## config.mk

```make
export PLATFORM = sky130hd
export DESIGN_NAME = dma_chan_ctrl
export DESIGN_NICKNAME = d
export VERILOG_FILES = /design/src/rtl/dma_chan_pkg.sv /design/src/rtl/dma_chan_ctl.sv /design/src/rtl/dma_chan_cnt.sv /design/src/rtl/dma_chan_launch.sv /design/src/rtl/dma_chan_ctrl.sv
export SDC_FILE = /design/constraint.sdc
export NUM_CORES = 1
export LEC_CHECK = 0
export BUFFER_PORTS_ARGS = -buffer_cell sky130_fd_sc_hd__buf_2
export CORE_UTILIZATION = 43
export CTS_BUF_LIST = sky130_fd_sc_hd__clkbuf_4 sky130_fd_sc_hd__clkbuf_8
export DETAILED_ROUTE_END_ITERATION = 6
export GPL_TIMING_DRIVEN = 0
export PLACE_DENSITY = 0.77
export RECOVER_POWER = 50
export SLEW_MARGIN = 20
export SYNTH_ARGS = -nofsm -noshare
export SYNTH_HDL_FRONTEND = slang
export SYNTH_SLANG_ARGS = --single-unit
```

## constraint.sdc

```tcl
create_clock -name clk -period 5.68 [get_ports clk]
set_input_delay 0.284 -clock clk [delete_from_list [all_inputs] [get_ports clk]]
set_output_delay 0.284 -clock clk [all_outputs]
set_load 0.02 [all_outputs]
```

## src/rtl/dma_chan_pkg.sv

```systemverilog
// Shared field positions and stop-cause codes for the DMA channel control register.
// Assumes a 32-bit register with the field order fixed by the consumers that decode it.
package dma_chan_pkg;
    localparam int REG_W     = 32;
    localparam int CNT_W     = 16;
    localparam int SEL_W     = 5;
    localparam int NUM_W     = 4;
    localparam int EN_BIT    = 31;
    localparam int PAUSE_BIT = 30;
    localparam int SEL_LSB   = 25;
    localparam int TRIG_BIT  = 24;
    localparam int DEST_LSB  = 20;
    localparam int BLK_LSB   = 16;
    localparam int CNT_LSB   = 0;

    typedef enum logic [2:0] {
        STOP_NONE   = 3'd0,
        STOP_DONE   = 3'd1,
        STOP_FORCED = 3'd2,
        STOP_GLOBAL = 3'd3,
        STOP_PAUSED = 3'd4
    } stop_cause_e;
endpackage

```

## src/rtl/dma_chan_ctl.sv

```systemverilog
// Holds the enable, pause, trigger, selector, destination and block fields, and the stop cause.
// Assumes exhaust and start are single-cycle pulses from the counter and the launch logic.
// Hardware clears (exhaust, global disable) take priority over software writes of enable.
module dma_chan_ctl
    import dma_chan_pkg::*;
(
    input  logic             clk,
    input  logic             rst_n,
    input  logic             reg_wr,
    input  logic             wr_en,
    input  logic             wr_pause,
    input  logic [SEL_W-1:0] wr_sel,
    input  logic             wr_trig,
    input  logic [NUM_W-1:0] wr_dest,
    input  logic [NUM_W-1:0] wr_blk,
    input  logic             glob_dis,
    input  logic             exhaust,
    input  logic             start,
    output logic             en_q,
    output logic             pause_q,
    output logic [SEL_W-1:0] sel_q,
    output logic             trig_q,
    output logic [NUM_W-1:0] dest_q,
    output logic [NUM_W-1:0] blk_q,
    output stop_cause_e      cause_q
);
    logic        en_d;
    logic        trig_d;
    logic        glob_kill;
    logic        stays_on;
    stop_cause_e cause_d;

    // Purpose: decide next enable, trigger and stop cause under the hardware-first priority.
    always_comb begin
        glob_kill = glob_dis & en_q;
        stays_on  = reg_wr & wr_en & ~glob_dis;
        en_d      = en_q;
        if (reg_wr) en_d = wr_en & ~glob_dis;
        if (exhaust | glob_kill) en_d = 1'b0;

        cause_d = cause_q;
        if (reg_wr && en_q && !wr_en) cause_d = STOP_FORCED;
        if (stays_on) cause_d = wr_pause ? STOP_PAUSED : STOP_NONE;
        if (glob_kill) cause_d = STOP_GLOBAL;
        if (exhaust) cause_d = STOP_DONE;

        trig_d = trig_q;
        if (start) trig_d = 1'b0;
        if (reg_wr) trig_d = wr_trig;
    end

    // Purpose: register all control fields with synchronous reset to zero.
    always_ff @(posedge clk) begin
        if (!rst_n) begin
            en_q    <= 1'b0;
            pause_q <= 1'b0;
            sel_q   <= '0;
            trig_q  <= 1'b0;
            dest_q  <= '0;
            blk_q   <= '0;
            cause_q <= STOP_NONE;
        end else begin
            en_q    <= en_d;
            trig_q  <= trig_d;
            cause_q <= cause_d;
            if (reg_wr) begin
                pause_q <= wr_pause;
                sel_q   <= wr_sel;
                dest_q  <= wr_dest;
                blk_q   <= wr_blk;
            end
        end
    end

    AST_EXHAUST_CLEARS: assert property (@(posedge clk) disable iff (!rst_n)
        exhaust |=> (!en_q && cause_q == STOP_DONE));
    AST_GDIS_BLOCKS: assert property (@(posedge clk) disable iff (!rst_n)
        glob_dis |=> !en_q);
endmodule

```

## src/rtl/dma_chan_cnt.sv

```systemverilog
// Remaining-transfer counter: loaded by software writes, lowered by accepted completions.
// Assumes dec is already qualified with an outstanding unit; a zero count wraps (65536 units).
module dma_chan_cnt
    import dma_chan_pkg::*;
(
    input  logic             clk,
    input  logic             rst_n,
    input  logic             reg_wr,
    input  logic [CNT_W-1:0] wr_cnt,
    input  logic             dec,
    input  logic             en,
    output logic [CNT_W-1:0] cnt_q,
    output logic             exhaust
);
    localparam logic [CNT_W-1:0] LAST = CNT_W'(1);

    // Purpose: flag the completion that consumes the final counted unit of an enabled channel.
    always_comb exhaust = dec & en & (cnt_q == LAST);

    // Purpose: update the count; a completion wins over a same-cycle software load.
    always_ff @(posedge clk) begin
        if (!rst_n)      cnt_q <= '0;
        else if (dec)    cnt_q <= cnt_q - LAST;
        else if (reg_wr) cnt_q <= wr_cnt;
    end

    AST_DEC_STEP: assert property (@(posedge clk) disable iff (!rst_n)
        dec |=> (cnt_q == $past(cnt_q) - LAST));
endmodule

```

## src/rtl/dma_chan_launch.sv

```systemverilog
// Picks the selected request line, issues launch pulses, tracks the single outstanding unit.
// Assumes request lines are synchronous; selector values past NUM_SRC see a quiet line.
module dma_chan_launch
    import dma_chan_pkg::*;
#(
    parameter int NUM_SRC = 24
) (
    input  logic               clk,
    input  logic               rst_n,
    input  logic [NUM_SRC-1:0] req_lines,
    input  logic [SEL_W-1:0]   sel,
    input  logic               trig,
    input  logic               en,
    input  logic               pause,
    input  logic               glob_dis,
    input  logic               xfer_done,
    output logic               start,
    output logic               dec,
    output logic               infl_q
);
    localparam int SEL_SPAN = 1 << SEL_W;

    logic [SEL_SPAN-1:0] line_pad;
    logic                want;

    // Widen the request vector to the selector span; unused codes read as quiet lines.
    for (genvar i = 0; i < SEL_SPAN; i++) begin : g_pad
        if (i < NUM_SRC) begin : g_live
            assign line_pad[i] = req_lines[i];
        end else begin : g_dead
            assign line_pad[i] = 1'b0;
        end
    end

    // Purpose: combine request, gating and outstanding state into launch and count pulses.
    always_comb begin
        want  = line_pad[sel] | trig;
        start = en & ~pause & ~glob_dis & ~infl_q & want;
        dec   = xfer_done & infl_q;
    end

    // Purpose: remember whether a launched unit still awaits its completion.
    always_ff @(posedge clk) begin
        if (!rst_n)     infl_q <= 1'b0;
        else if (start) infl_q <= 1'b1;
        else if (dec)   infl_q <= 1'b0;
    end
endmodule

```

## src/rtl/dma_chan_ctrl.sv

```systemverilog
// Top of the per-channel DMA control register: bus write/read, launch handshake, status.
// Assumes a full 32-bit write per strobe and an external engine that answers each launch.
module dma_chan_ctrl
    import dma_chan_pkg::*;
#(
    parameter int NUM_SRC = 24
) (
    input  logic               clk,
    input  logic               rst_n,
    input  logic               reg_wr,
    input  logic [31:0]        reg_wdata,
    output logic [31:0]        reg_rdata,
    input  logic               glob_dis,
    input  logic [NUM_SRC-1:0] req_lines,
    output logic               xfer_start,
    input  logic               xfer_done,
    output logic [3:0]         dest_num,
    output logic [3:0]         blk_size,
    output logic               chan_busy,
    output logic [2:0]         stop_cause
);
    logic             en_q, pause_q, trig_q, infl_q, exhaust, dec, start;
    logic [SEL_W-1:0] sel_q;
    logic [NUM_W-1:0] dest_q, blk_q;
    logic [CNT_W-1:0] cnt_q;
    stop_cause_e      cause_q;

    dma_chan_ctl u_ctl (
        .clk      (clk),
        .rst_n    (rst_n),
        .reg_wr   (reg_wr),
        .wr_en    (reg_wdata[EN_BIT]),
        .wr_pause (reg_wdata[PAUSE_BIT]),
        .wr_sel   (reg_wdata[SEL_LSB +: SEL_W]),
        .wr_trig  (reg_wdata[TRIG_BIT]),
        .wr_dest  (reg_wdata[DEST_LSB +: NUM_W]),
        .wr_blk   (reg_wdata[BLK_LSB +: NUM_W]),
        .glob_dis (glob_dis),
        .exhaust  (exhaust),
        .start    (start),
        .en_q     (en_q),
        .pause_q  (pause_q),
        .sel_q    (sel_q),
        .trig_q   (trig_q),
        .dest_q   (dest_q),
        .blk_q    (blk_q),
        .cause_q  (cause_q)
    );

    dma_chan_cnt u_cnt (
        .clk     (clk),
        .rst_n   (rst_n),
        .reg_wr  (reg_wr),
        .wr_cnt  (reg_wdata[CNT_LSB +: CNT_W]),
        .dec     (dec),
        .en      (en_q),
        .cnt_q   (cnt_q),
        .exhaust (exhaust)
    );

    dma_chan_launch #(.NUM_SRC(NUM_SRC)) u_launch (
        .clk       (clk),
        .rst_n     (rst_n),
        .req_lines (req_lines),
        .sel       (sel_q),
        .trig      (trig_q),
        .en        (en_q),
        .pause     (pause_q),
        .glob_dis  (glob_dis),
        .xfer_done (xfer_done),
        .start     (start),
        .dec       (dec),
        .infl_q    (infl_q)
    );

    // Purpose: assemble the readback word and drive the status outputs.
    always_comb begin
        reg_rdata  = {en_q, pause_q, sel_q, trig_q, dest_q, blk_q, cnt_q};
        xfer_start = start;
        dest_num   = dest_q;
        blk_size   = blk_q;
        chan_busy  = infl_q | (en_q & ~pause_q);
        stop_cause = cause_q;
    end

    AST_START_NEEDS_EN: assert property (@(posedge clk) disable iff (!rst_n)
        xfer_start |-> (reg_rdata[EN_BIT] && !reg_rdata[PAUSE_BIT] && !glob_dis));
    AST_START_THEN_BUSY: assert property (@(posedge clk) disable iff (!rst_n)
        xfer_start |=> (chan_busy && !xfer_start));
    AST_PAUSE_FREEZE: assert property (@(posedge clk) disable iff (!rst_n)
        (pause_q && !infl_q && !reg_wr) |=> $stable(cnt_q));
endmodule

```

Yosys cells after proc, flatten, opt, wreduce, memory -nomap -nowiden
Index checks and enable logic that the tools add are counted.
Word-level totals
  bits in registers: 36
  input port bits: 61
  word-level logic and storage cells: 57
Operators by class
  add/subtract/negate cells: 1
  $lt $le $gt $ge: 1
  equality and inequality tests: 1
  mux-type cells: 13
  bitwise gates (word level): 18
  reductions and logical operators: 12
Operators with widths (number)
  16-bit 2-to-1 mux: 2
  16-bit by 1-bit equality test with 1-bit output, second input constant: 1
  16-bit by 1-bit subtractor with 16-bit output, second input constant: 1
  1-bit AND: 11
  3-bit 2-to-1 mux: 3
  2-bit nonzero test: 4
  5-bit by 6-bit < comparator with 1-bit output, second input constant: 1
  1-bit 2-to-1 mux: 6
  1-bit binary-select mux with 5-bit select: 1
  1-bit NOT: 4
  4-bit nonzero test: 1
  2-bit OR reduction: 2
  1-bit bitwise OR: 3
  3-bit nonzero test: 1
  3-bit OR reduction: 1
  1-bit logical AND: 2
  2-bit 2-to-1 mux: 1
  1-bit logical NOT: 1

Logic depth before layout (Yosys ltp)
  depth in word-level cells: 7
  gate-level depth with buffers: 6
  mapped depth without buffers: 6

Modules after synthesis
Synthesis repeated with hierarchy kept, for this count alone.
Second synthesis, totals
  cell total of the unflattened synthesis: 230
  area total of the unflattened synthesis: 2150.8 um^2
Modules (own cells, without submodules)
  dma_chan_cnt: times used 1, cells each 119, area an instance 969.7 um^2, sequential area each 320.3 um^2
  dma_chan_ctl: times used 1, cells each 68, area an instance 774.5 um^2, sequential area each 380.4 um^2
  dma_chan_launch: times used 1, cells each 30, area an instance 312.8 um^2, sequential area each 20.0 um^2
  dma_chan_ctrl: times used 1, cells each 13, area an instance 93.8 um^2, sequential area each 0.0 um^2

Worst setup path before layout
OpenSTA, ideal clock, no wires.
  path kind: register to output
  from: register u_ctl.sel_q[0]
  to: output xfer_start
  data arrival time: 1.893 ns
  slack: 3.503 ns
  cell stages (with the launch flop): 6
  cell sequence: dfxtp_1 > clkbuf_1 > mux4_2 > nand2b_1 > a31oi_1 > a31oi_1
On the way
  longest elaborated chain between the ends: 4
Ends and longest elaborated chain
  start: declaration: line dma_chan_ctl.sv:21  | output logic [SEL_W-1:0] sel_q,
  start signal: assignment: line dma_chan_ctl.sv:68  | sel_q <= wr_sel;
  1-bit binary-select mux with 5-bit select: line dma_chan_launch.sv:37  | want = line_pad[sel] | trig;
  1-bit 2-to-1 mux (not written as such): line dma_chan_launch.sv:37
  1-bit bitwise OR: line dma_chan_launch.sv:37
  1-bit AND: line dma_chan_launch.sv:38  | start = en & ~pause & ~glob_dis & ~infl_q & want;
  end: declaration: line dma_chan_ctrl.sv:15  | output logic xfer_start,
Every way passes these cells. The select of a mux whose other input is x is not followed.

Final worst setup path
Same ends and word-level chain as after synthesis.

==> flow_summary.toml <==
[run_status]
outcome = "finished clean"

[synthesis]
ys_seq_area_share_pct = 36.4
synth_cells = 228
synth_area_um2 = 1980
ys.flop_type = "dfxtp_1"
ys_ff_latch = 36
async_flop_share_pct = 0
synth-edff-count = 0
yosysMostFrequentCell = "dfxtp_1"
avgSynthCellArea_um2 = 8.69
yosys.area.top_type_share_pct = 36.4
yosys.area.top_type = "dfxtp_1"
netlist_top_cells_count = "dfxtp_1 (36), nor2_1 (26), mux2i_1 (21)"
synth_fp_nets = 291
synth_area_leaders = "dfxtp_1 (36%), mux2i_1 (11%), nor2_1 (4.9%)"
synth_cell_type_count = 42
yosys_warnings = 0

[die]
core-area_um2 = 4380
start_util_pct = 45.2
pin_count = 106
die_y_um = 69.9
die_area_um2 = 4880
die_w_um = 69.9
rows = 24

[cts]
cts_resized = 0
htree_num_levels = 2
post_cts_buffers = 0
cts_max_path_buffers = 2
clk_pin_slew_ns = 0.08
cts_buffers = 5
clkLatencyLatePin_ns = 0.29
clock_sinks = 36
hold_buffers = 0
cts_root_buf = "clkbuf_8"
cts_tree = "built"

[power]
pwr-share-seq_pct = 43.4
power_density_nw_per_um2 = 247
pwr-share-clk_pct = 35.4
switching_share_pct = 29.6
ir_drop_mv = 0.177
p_comb_share_pct = 21.2
p_leak_nw = 1.13
switchingPower_mw = 0.193
p_int_mw = 0.459

[critical_path]
critPathLaunchType = "register"
ff2ff_setup_slack_ns = 3.53
crit_slowest_cell = "mux4_2"
worst_r2r_endpoint = "u_cnt.cnt_q[13]"
critPathMaxStageDelay_ns = 0.57
worstSetupEndpointType = "output port"
required_ns = 5.40
crit_start = "u_ctl.sel_q[0]"
rr_worst_depth = 5
reg2reg_from = "u_cnt.cnt_q[3]"
cpMostUsedCell = "a31oi_1"
crit_type = "register to output port"
critPathMaxFanout = 10
crit_chain = "clkbuf_1 > mux4_2 > nand2b_1 > a31oi_1 > a31oi_1 > buf_2"
worstPathArrival_ns = 2.32

[placed_design]
io_buffers = 105
dpl.hpwl_um = 4100
place_inst = 385
post_dp_cell_area_um2 = 2570
pre_cts_ws_ns = 3.39
place_congestion = 0.810

[final_layout]
multi_input_area_um2 = 1110
diodes = 0
layout-drive-gt1-share_pct = 27.0
nNetsFinal = 403
regArea_um2 = 721
nFillCells = 423
area_growth_syn_to_layout_pct = 33.1
finalInstanceArea_um2 = 2640
final_cells = 393

[global_routing]
grt_pass1_wl_um = 8960
overflow = 0
grt.total_usage_pct = 22.5
antenna_found_initial = 0
grt_pass1_vias = 2007
grt_max_degree = 14

[timing]
skew_ns = 0.00589
final.period_utilization_pct = 45.8
post-route-min-period_ns = 2.60
drv_slew = 0
rsz0062_at_grt = "false"
tightestPinTransition_ns = 0.635
relSlewSlack_pct = 57.3
setup_viol = 0
tns_ns = 0
max_freq_ghz = 0.384
hold-worst-slack_ns = 0.225
finalHoldViolCount = 0
setup_slack_ns = 3.08

[detailed_routing]
drt_iter0_markers = 99
drc = 0
ant_nets = 0
avgViaCountPerCell = 5.50
wirelength_um = 5260
detail_route.wl_per_cell_um = 13.4
dr.pass1.iters = 4
num_vias = 2160

[hold_path]
hold_end = "u_ctl.blk_q[1]"
holdCritPathClass = "input port to register"
hp-start = "reg_wdata[17]"
whs_path_depth = 3

[flow_run]
max_cap_violations = 0
-- area by class of cell --
class                           instances  share of cell area, %
Inverter                                5                  0.712
Buffer                                 23                   4.89
Timing Repair Buffer                  105                   18.0
Tap cell                               52                   2.47
Clock buffer                            5                   2.61
Clock inverter                          3                   1.76
Sequential cell                        36                   27.3
Multi-Input combinational cell        164                   42.2
-- per-layer routing --
layer  vias up  global-route usage, %  routed length [µm]
met5         -                      0                   0
met4         0                   5.78                  40
met3         4                   7.22                 447
met2        91                   38.9                2540
met1      1003                   26.9                2240
li1       1062                      -                   -
-- worst max-delay path by stage --
stage                      end  cells after the start  slack, ns
finish              xfer_start                      6       3.08
global route        xfer_start                      6       2.94
CTS                 xfer_start                      6       3.07
detailed placement  xfer_start                      6       3.39
global placement    xfer_start                      6       3.47
floorplan           xfer_start                      5       3.50
-- through the flow --
step	utilization (%)	power, mW
after floorplan	-	0.376
after global placement	58.6	0.427
final	60.1	0.651
after global routing	60.1	0.683
after detailed placement	58.6	0.430
after CTS	61.3	0.659
-- sequential cells by signal (all words and copies together) (netlist names) --
signal,flops
u_ctl.pause_q,1
u_ctl.sel_q,5
u_launch.infl_q,1
u_ctl.trig_q,1
u_ctl.dest_q,4
u_ctl.blk_q,4
u_ctl.cause_q,3
u_cnt.cnt_q,16
u_ctl.en_q,1
-- logic make-up (layout without fill, tap and decap cells) --
kind of cell	after synthesis	count (layout)	synth area share, %
AND/OR/NAND/NOR	78	78	19.8
AO/OA/AOI/OAI	59	59	20.6
flip-flops	36	36	36.4
buffers and inverters	28	141	7.45
multiplexers	24	24	14.0
adder cells (fa/ha/maj)	2	2	1.26
XOR/XNOR	1	1	0.442
-- power groups by stage --
stage | combinational, mW | sequential (mW) | clock (mW)
2_1_floorplan | 0.0751 | 0.301 | 0
3_3_place_gp | 0.140 | 0.287 | 0
3_5_place_dp | 0.143 | 0.288 | 0
4_1_cts | 0.143 | 0.282 | 0.234
5_1_grt | 0.152 | 0.285 | 0.246
6_report | 0.138 | 0.283 | 0.231
-- layout by cell type, fill, tap and decap left out, types with 3 or more instances in the layout --
| cell | n |
|---|---|
| a311oi_1 | 4 |
| nand2_1 | 12 |
| o21ai_0 | 11 |
| buf_2 | 66 |
| nor2b_1 | 5 |
| a21oi_1 | 9 |
| buf_4 | 11 |
| nor2_1 | 26 |
| buf_1 | 3 |
| or3_1 | 7 |
| clkbuf_8 | 5 |
| nor3_1 | 8 |
| nand3_1 | 4 |
| mux2i_1 | 21 |
| nand2b_1 | 5 |
| mux4_2 | 3 |
| dfxtp_1 | 36 |
| a22oi_1 | 4 |
| o211ai_1 | 4 |
| a31oi_1 | 6 |
| a211oi_1 | 7 |
| clkbuf_1 | 48 |
| nor4_1 | 3 |
| inv_1 | 4 |
-- worst max-delay path: cells and delay by family, from the launching register on --
family | cells | cell delay [ns]
buffers and inverters | 2 | 0.65
multiplexers | 1 | 0.57
flip-flops | 1 | 0.35
AO/OA/AOI/OAI | 2 | 0.28
AND/OR/NAND/NOR | 1 | 0.18
Note: power is estimated with default switching activity, not from simulation.
